===== config.mk =====
export PLATFORM = sky130hd
export DESIGN_NAME = dbi_seg_codec
export DESIGN_NICKNAME = d
export VERILOG_FILES = /design/src/rtl/dbi_seg_codec.sv
export SDC_FILE = /design/constraint.sdc
export NUM_CORES = 1
export LEC_CHECK = 0
export CAP_MARGIN = 10
export CORE_MARGIN = 3
export CORE_UTILIZATION = 30
export CTS_CLUSTER_DIAMETER = 120
export CTS_CLUSTER_SIZE = 8
export DETAILED_ROUTE_END_ITERATION = 16
export SETUP_SLACK_MARGIN = 0.5
export SLEW_MARGIN = 0
export SYNTH_ARGS = -nofsm -noshare
export SYNTH_HDL_FRONTEND = slang
export SYNTH_SLANG_ARGS = --single-unit

===== constraint.sdc =====
create_clock -name clk -period 7.5 [get_ports clk]
set_clock_uncertainty 0.1 [all_clocks]
set_input_delay 1.5 -clock clk [delete_from_list [all_inputs] [get_ports clk]]
set_output_delay 1.5 -clock clk [all_outputs]
set_load 0.1 [all_outputs]

===== src/rtl/dbi_seg_codec.sv =====
module dbi_seg_codec #(
  parameter int SEG_W = 16,
  parameter int NSEG  = 4,
  parameter int BEATS = 8
) (
  input  logic                   clk,
  input  logic                   rst_n,
  input  logic                   tx_valid_i,
  input  logic [SEG_W*NSEG-1:0]  tx_data_i,
  output logic                   tx_valid_o,
  output logic [SEG_W*NSEG-1:0]  tx_bus_o,
  output logic [NSEG-1:0]        tx_flag_n_o,
  output logic                   tx_first_o,
  output logic                   tx_last_o,
  input  logic                   rx_valid_i,
  input  logic [SEG_W*NSEG-1:0]  rx_bus_i,
  input  logic [NSEG-1:0]        rx_flag_n_i,
  output logic                   rx_valid_o,
  output logic [SEG_W*NSEG-1:0]  rx_data_o
);
  localparam int DW = SEG_W * NSEG;
  localparam int CW = $clog2(SEG_W + 1);
  localparam int PW = (BEATS > 1) ? $clog2(BEATS) : 1;
  localparam logic [CW-1:0] LIM  = CW'(SEG_W / 2);
  localparam logic [PW-1:0] LAST = PW'(BEATS - 1);

  function automatic logic [CW-1:0] ones(input logic [SEG_W-1:0] x);
    logic [CW-1:0] n;
    n = '0;
    for (int i = 0; i < SEG_W; i++) n = n + CW'(x[i]);
    return n;
  endfunction

  logic [NSEG-1:0] inv;
  logic [DW-1:0]   enc_bus;
  logic [DW-1:0]   dec_data;
  logic [PW-1:0]   phase;

  for (genvar g = 0; g < NSEG; g++) begin : g_seg
    logic [SEG_W-1:0] seg;
    assign seg    = tx_data_i[g*SEG_W +: SEG_W];
    assign inv[g] = ones(seg) > LIM;
    assign enc_bus[g*SEG_W +: SEG_W]  = inv[g] ? seg : ~seg;
    assign dec_data[g*SEG_W +: SEG_W] = rx_flag_n_i[g] ? ~rx_bus_i[g*SEG_W +: SEG_W]
                                                       :  rx_bus_i[g*SEG_W +: SEG_W];

    AST_LOW_BOUND: assert property (@(posedge clk) disable iff (!rst_n)
      tx_valid_o |-> ($countones(~tx_bus_o[g*SEG_W +: SEG_W]) <= (SEG_W / 2)));
    AST_INV_SPARSE: assert property (@(posedge clk) disable iff (!rst_n)
      (tx_valid_o && !tx_flag_n_o[g]) |-> ($countones(~tx_bus_o[g*SEG_W +: SEG_W]) < (SEG_W / 2)));
  end

  always_ff @(posedge clk) begin
    if (!rst_n) begin
      tx_valid_o  <= 1'b0;
      tx_bus_o    <= '1;
      tx_flag_n_o <= '1;
      tx_first_o  <= 1'b0;
      tx_last_o   <= 1'b0;
      phase       <= '0;
    end else begin
      tx_valid_o <= tx_valid_i;
      if (tx_valid_i) begin
        tx_bus_o    <= enc_bus;
        tx_flag_n_o <= ~inv;
        tx_first_o  <= (phase == '0);
        tx_last_o   <= (phase == LAST);
        phase       <= (phase == LAST) ? '0 : phase + PW'(1);
      end else begin
        tx_bus_o    <= '1;
        tx_flag_n_o <= '1;
        tx_first_o  <= 1'b0;
        tx_last_o   <= 1'b0;
      end
    end
  end

  always_ff @(posedge clk) begin
    if (!rst_n) begin
      rx_valid_o <= 1'b0;
      rx_data_o  <= '0;
    end else begin
      rx_valid_o <= rx_valid_i;
      rx_data_o  <= rx_valid_i ? dec_data : '0;
    end
  end

  AST_TX_IDLE: assert property (@(posedge clk) disable iff (!rst_n)
    !tx_valid_o |-> ((&tx_bus_o) && (&tx_flag_n_o) && !tx_first_o && !tx_last_o));
  AST_TX_LAT: assert property (@(posedge clk) disable iff (!rst_n)
    tx_valid_i |=> tx_valid_o);
  AST_RX_LAT: assert property (@(posedge clk) disable iff (!rst_n)
    rx_valid_i |=> rx_valid_o);
  AST_RX_IDLE: assert property (@(posedge clk) disable iff (!rst_n)
    !rx_valid_i |=> (!rx_valid_o && (rx_data_o == '0)));
  AST_MID_BURST: assert property (@(posedge clk) disable iff (!rst_n)
    (tx_valid_o && !tx_last_o) |=> !tx_first_o);
  AST_WRAP: assert property (@(posedge clk) disable iff (!rst_n)
    (tx_valid_o && tx_last_o && tx_valid_i) |=> tx_first_o);
endmodule


==> impl_metrics.tcl <==
set metrics [dict create \
    ant_nets 0 \
    fill_cells 2049 \
    synth-seq-cells 139 \
    die_width_um 155 \
    synth_cells 691 \
    tightest_slew_ps 1050 \
    grt_overflow_total 0 \
    worstSetupStartpointType "input port" \
    clockBufferDepth 2 \
    ys_seq_area_frac 0.417 \
    drv_slew 0 \
    timing.final.crit_share 0.788 \
    layout_common_cells "clkdlybuf4s50_1, dfxtp_1, inv_1" \
    utilization 0.474 \
    wl_per_cell_um 14.9 \
    dr.pass1.iters 4 \
    place_ws_ps 1190 \
    final_common_cell "clkdlybuf4s50_1" \
    stdcell_count 1243 \
    synth_cell_type_count 40 \
    power_density_nw_per_um2 435 \
    worstHoldPathType "reg -> reg" \
    cts_buffers 17 \
    wl_um 18500 \
    relSlewSlack 0.295 \
    irDropWorstVdd_v 0.000274 \
    worstPathArrival_ps 6150 \
    finalCriticalPeriod_ps 5910 \
    h-tree-depth 4 \
    rsz0062_at_grt "no" \
    multi_input_area_um2 3290 \
    drc 0 \
    cts_setup_buffers 0 \
    top_level_ports 272 \
    gp_congestion 0.742 \
    power_leakage_nw 4.16 \
    n_antenna_cell 0 \
    rows 53 \
    synth-main-ff-cell "dfxtp_1" \
    outcome "finished clean" \
    viasPerCell 4.33 \
    syn_area_um2 6670 \
    grt_start_max_net_pins 38 \
    post_cts_resized 0 \
    port_buffers 271 \
    grt_pass1_vias 5403 \
    dieArea_um2 24000 \
    setup_viol 0 \
    seq_area_um2 2780 \
    crit_path_frequent_cell "fa_1" \
    grt_pass1_wl_um 29100 \
    hold_viol_final 0 \
    dp_hpwl_um 14200 \
    syn_avg_cell_area_um2 9.65 \
    insertion_delay_ps 420 \
    place_inst 1211 \
    fin_tns_setup_ps 0 \
    crit_path_end_kind "flip-flop" \
    drtIter0Drc 186 \
    crit_chain "clkdlybuf4s50_1, inv_1, fa_1, fa_1, fa_1, fa_1, inv_1, ha_1, inv_1, fa_1, nor3b_2, a32o_1, nor3_1, o21ai_0" \
    maxCapViolations 0 \
    ctsHoldBuffers 0 \
    syn_nets 890 \
    clk_pin_slew_ps 60 \
    synth_edf_count 0 \
    ys_warn_count 0 \
    nNetsFinal 1154 \
    setup_ws_ps 1590 \
    worst_path_max_delay_cell "a32o_1" \
    area_growth_pct 52.4 \
    critPathKind "in -> reg" \
    cts-root-buf "clkbuf_16" \
    drive_gt1_frac 0.0640 \
    async_reset_ff_frac 0 \
    grtUsageTotal 0.153 \
    path_max_fanout 16 \
    cpPeakStageDelay_ps 680 \
    timing.fmax_mhz 169 \
    cts_tree "built" \
    cts_sinks 139 \
    fp.coreArea_um2 21400 \
    vias 5382 \
    initial_core_util 0.311 \
    antenna_found_initial 0 \
    whs_ps 356 \
    worstPathRequired_ps 7740 \
    die_y_um 155 \
]
## synthesized netlist by cell type, drive strengths merged (3+ instances only)
| master | number | share of area |
|---|---|---|
| buf | 21 | 0.020 |
| inv | 108 | 0.061 |
| nand2 | 39 | 0.022 |
| nor2b | 3 | 0.0028 |
| nor3b | 3 | 0.0049 |
| o21ai | 33 | 0.025 |
| ha | 23 | 0.043 |
| mux2i | 5 | 0.0075 |
| nor3 | 34 | 0.026 |
| nor4bb | 3 | 0.0045 |
| clkbuf | 13 | 0.0073 |
| dfxtp | 139 | 0.42 |
| xnor2 | 96 | 0.13 |
| a21oi | 34 | 0.031 |
| nor2 | 69 | 0.039 |
| fa | 40 | 0.12 |
## routing by layer
| layer | GRT usage | vias to the layer above | wire length (um) | part of all wire |
|---|---|---|---|---|
| met3 | 0.0465 | 14 | 1560 | 0.084 |
| met1 | 0.184 | 2497 | 7730 | 0.42 |
| met4 | 0.0547 | 0 | 237 | 0.013 |
| met5 | 0 | - | 0 | 0 |
| li1 | - | 2679 | - | - |
| met2 | 0.260 | 192 | 8940 | 0.48 |
## final timing paths
| path | startpoint | to | slack (ps) | cells past startpoint |
|---|---|---|---|---|
| hold / removal | phase[2] | tx_first_o | 360 | 1 |
| hold reg to reg | phase[2] | tx_first_o | 360 | 1 |
| setup / recovery | tx_data_i[5] | tx_bus_o[1] | 1590 | 14 |
| setup reg to reg | phase[0] | phase[2] | 6280 | 4 |
## where the power goes
group | internal (W) | switching (W)
sequential | 0.000871 | 0.0000352
clock | 0.000437 | 0.000370
combinational | 0.000855 | 0.00185
## metrics by stage
stage / area, um2 / power (W)
6_report: 10200 / 0.00442
4_1_cts: 10200 / 0.00448
5_1_grt: 10200 / 0.00470
3_5_place_dp: 9600 / 0.00364
3_3_place_gp: 9600 / 0.00361
2_1_floorplan: 6670 / 0.00308
## flip-flops by register name, indices dropped and copies added (netlist names)
| register | count |
|---|---|
| rx_data_o | 64 |
| tx_bus_o | 64 |
| tx_flag_n_o | 4 |
| phase | 3 |
| rx_valid_o | 1 |
| tx_first_o | 1 |
| tx_last_o | 1 |
| tx_valid_o | 1 |
## cell type report
cell class              instances  area share
multi-input cells             410       0.324
clock buffers                  17      0.0419
flip-flops and latches        139       0.274
clock inverters                15      0.0131
well taps                     275      0.0339
repair buffers                279       0.273
inverters                     108      0.0399
## kinds of logic (layout without fill, tap and decap cells)
logic type,Yosys count,in the layout,synth area share
buffers and inverters,142,419,0.0886
DFF,139,139,0.417
xor gates and xnor gates,96,96,0.126
adders and majority gates,63,63,0.163
and+or+nand+nor,164,164,0.114
AOI/OAI and AO/OA,82,82,0.0830
muxes,5,5,0.00751
## worst max-delay path: cells and delay by family
family / cells / cell delay [ps]
adder cells (fa/ha/maj): 6 / 2650
AO/OA/AOI/OAI: 2 / 860
buffers and inverters: 4 / 710
AND/OR/NAND/NOR: 2 / 430
No activity file was read; power rests on OpenSTA's default activity.
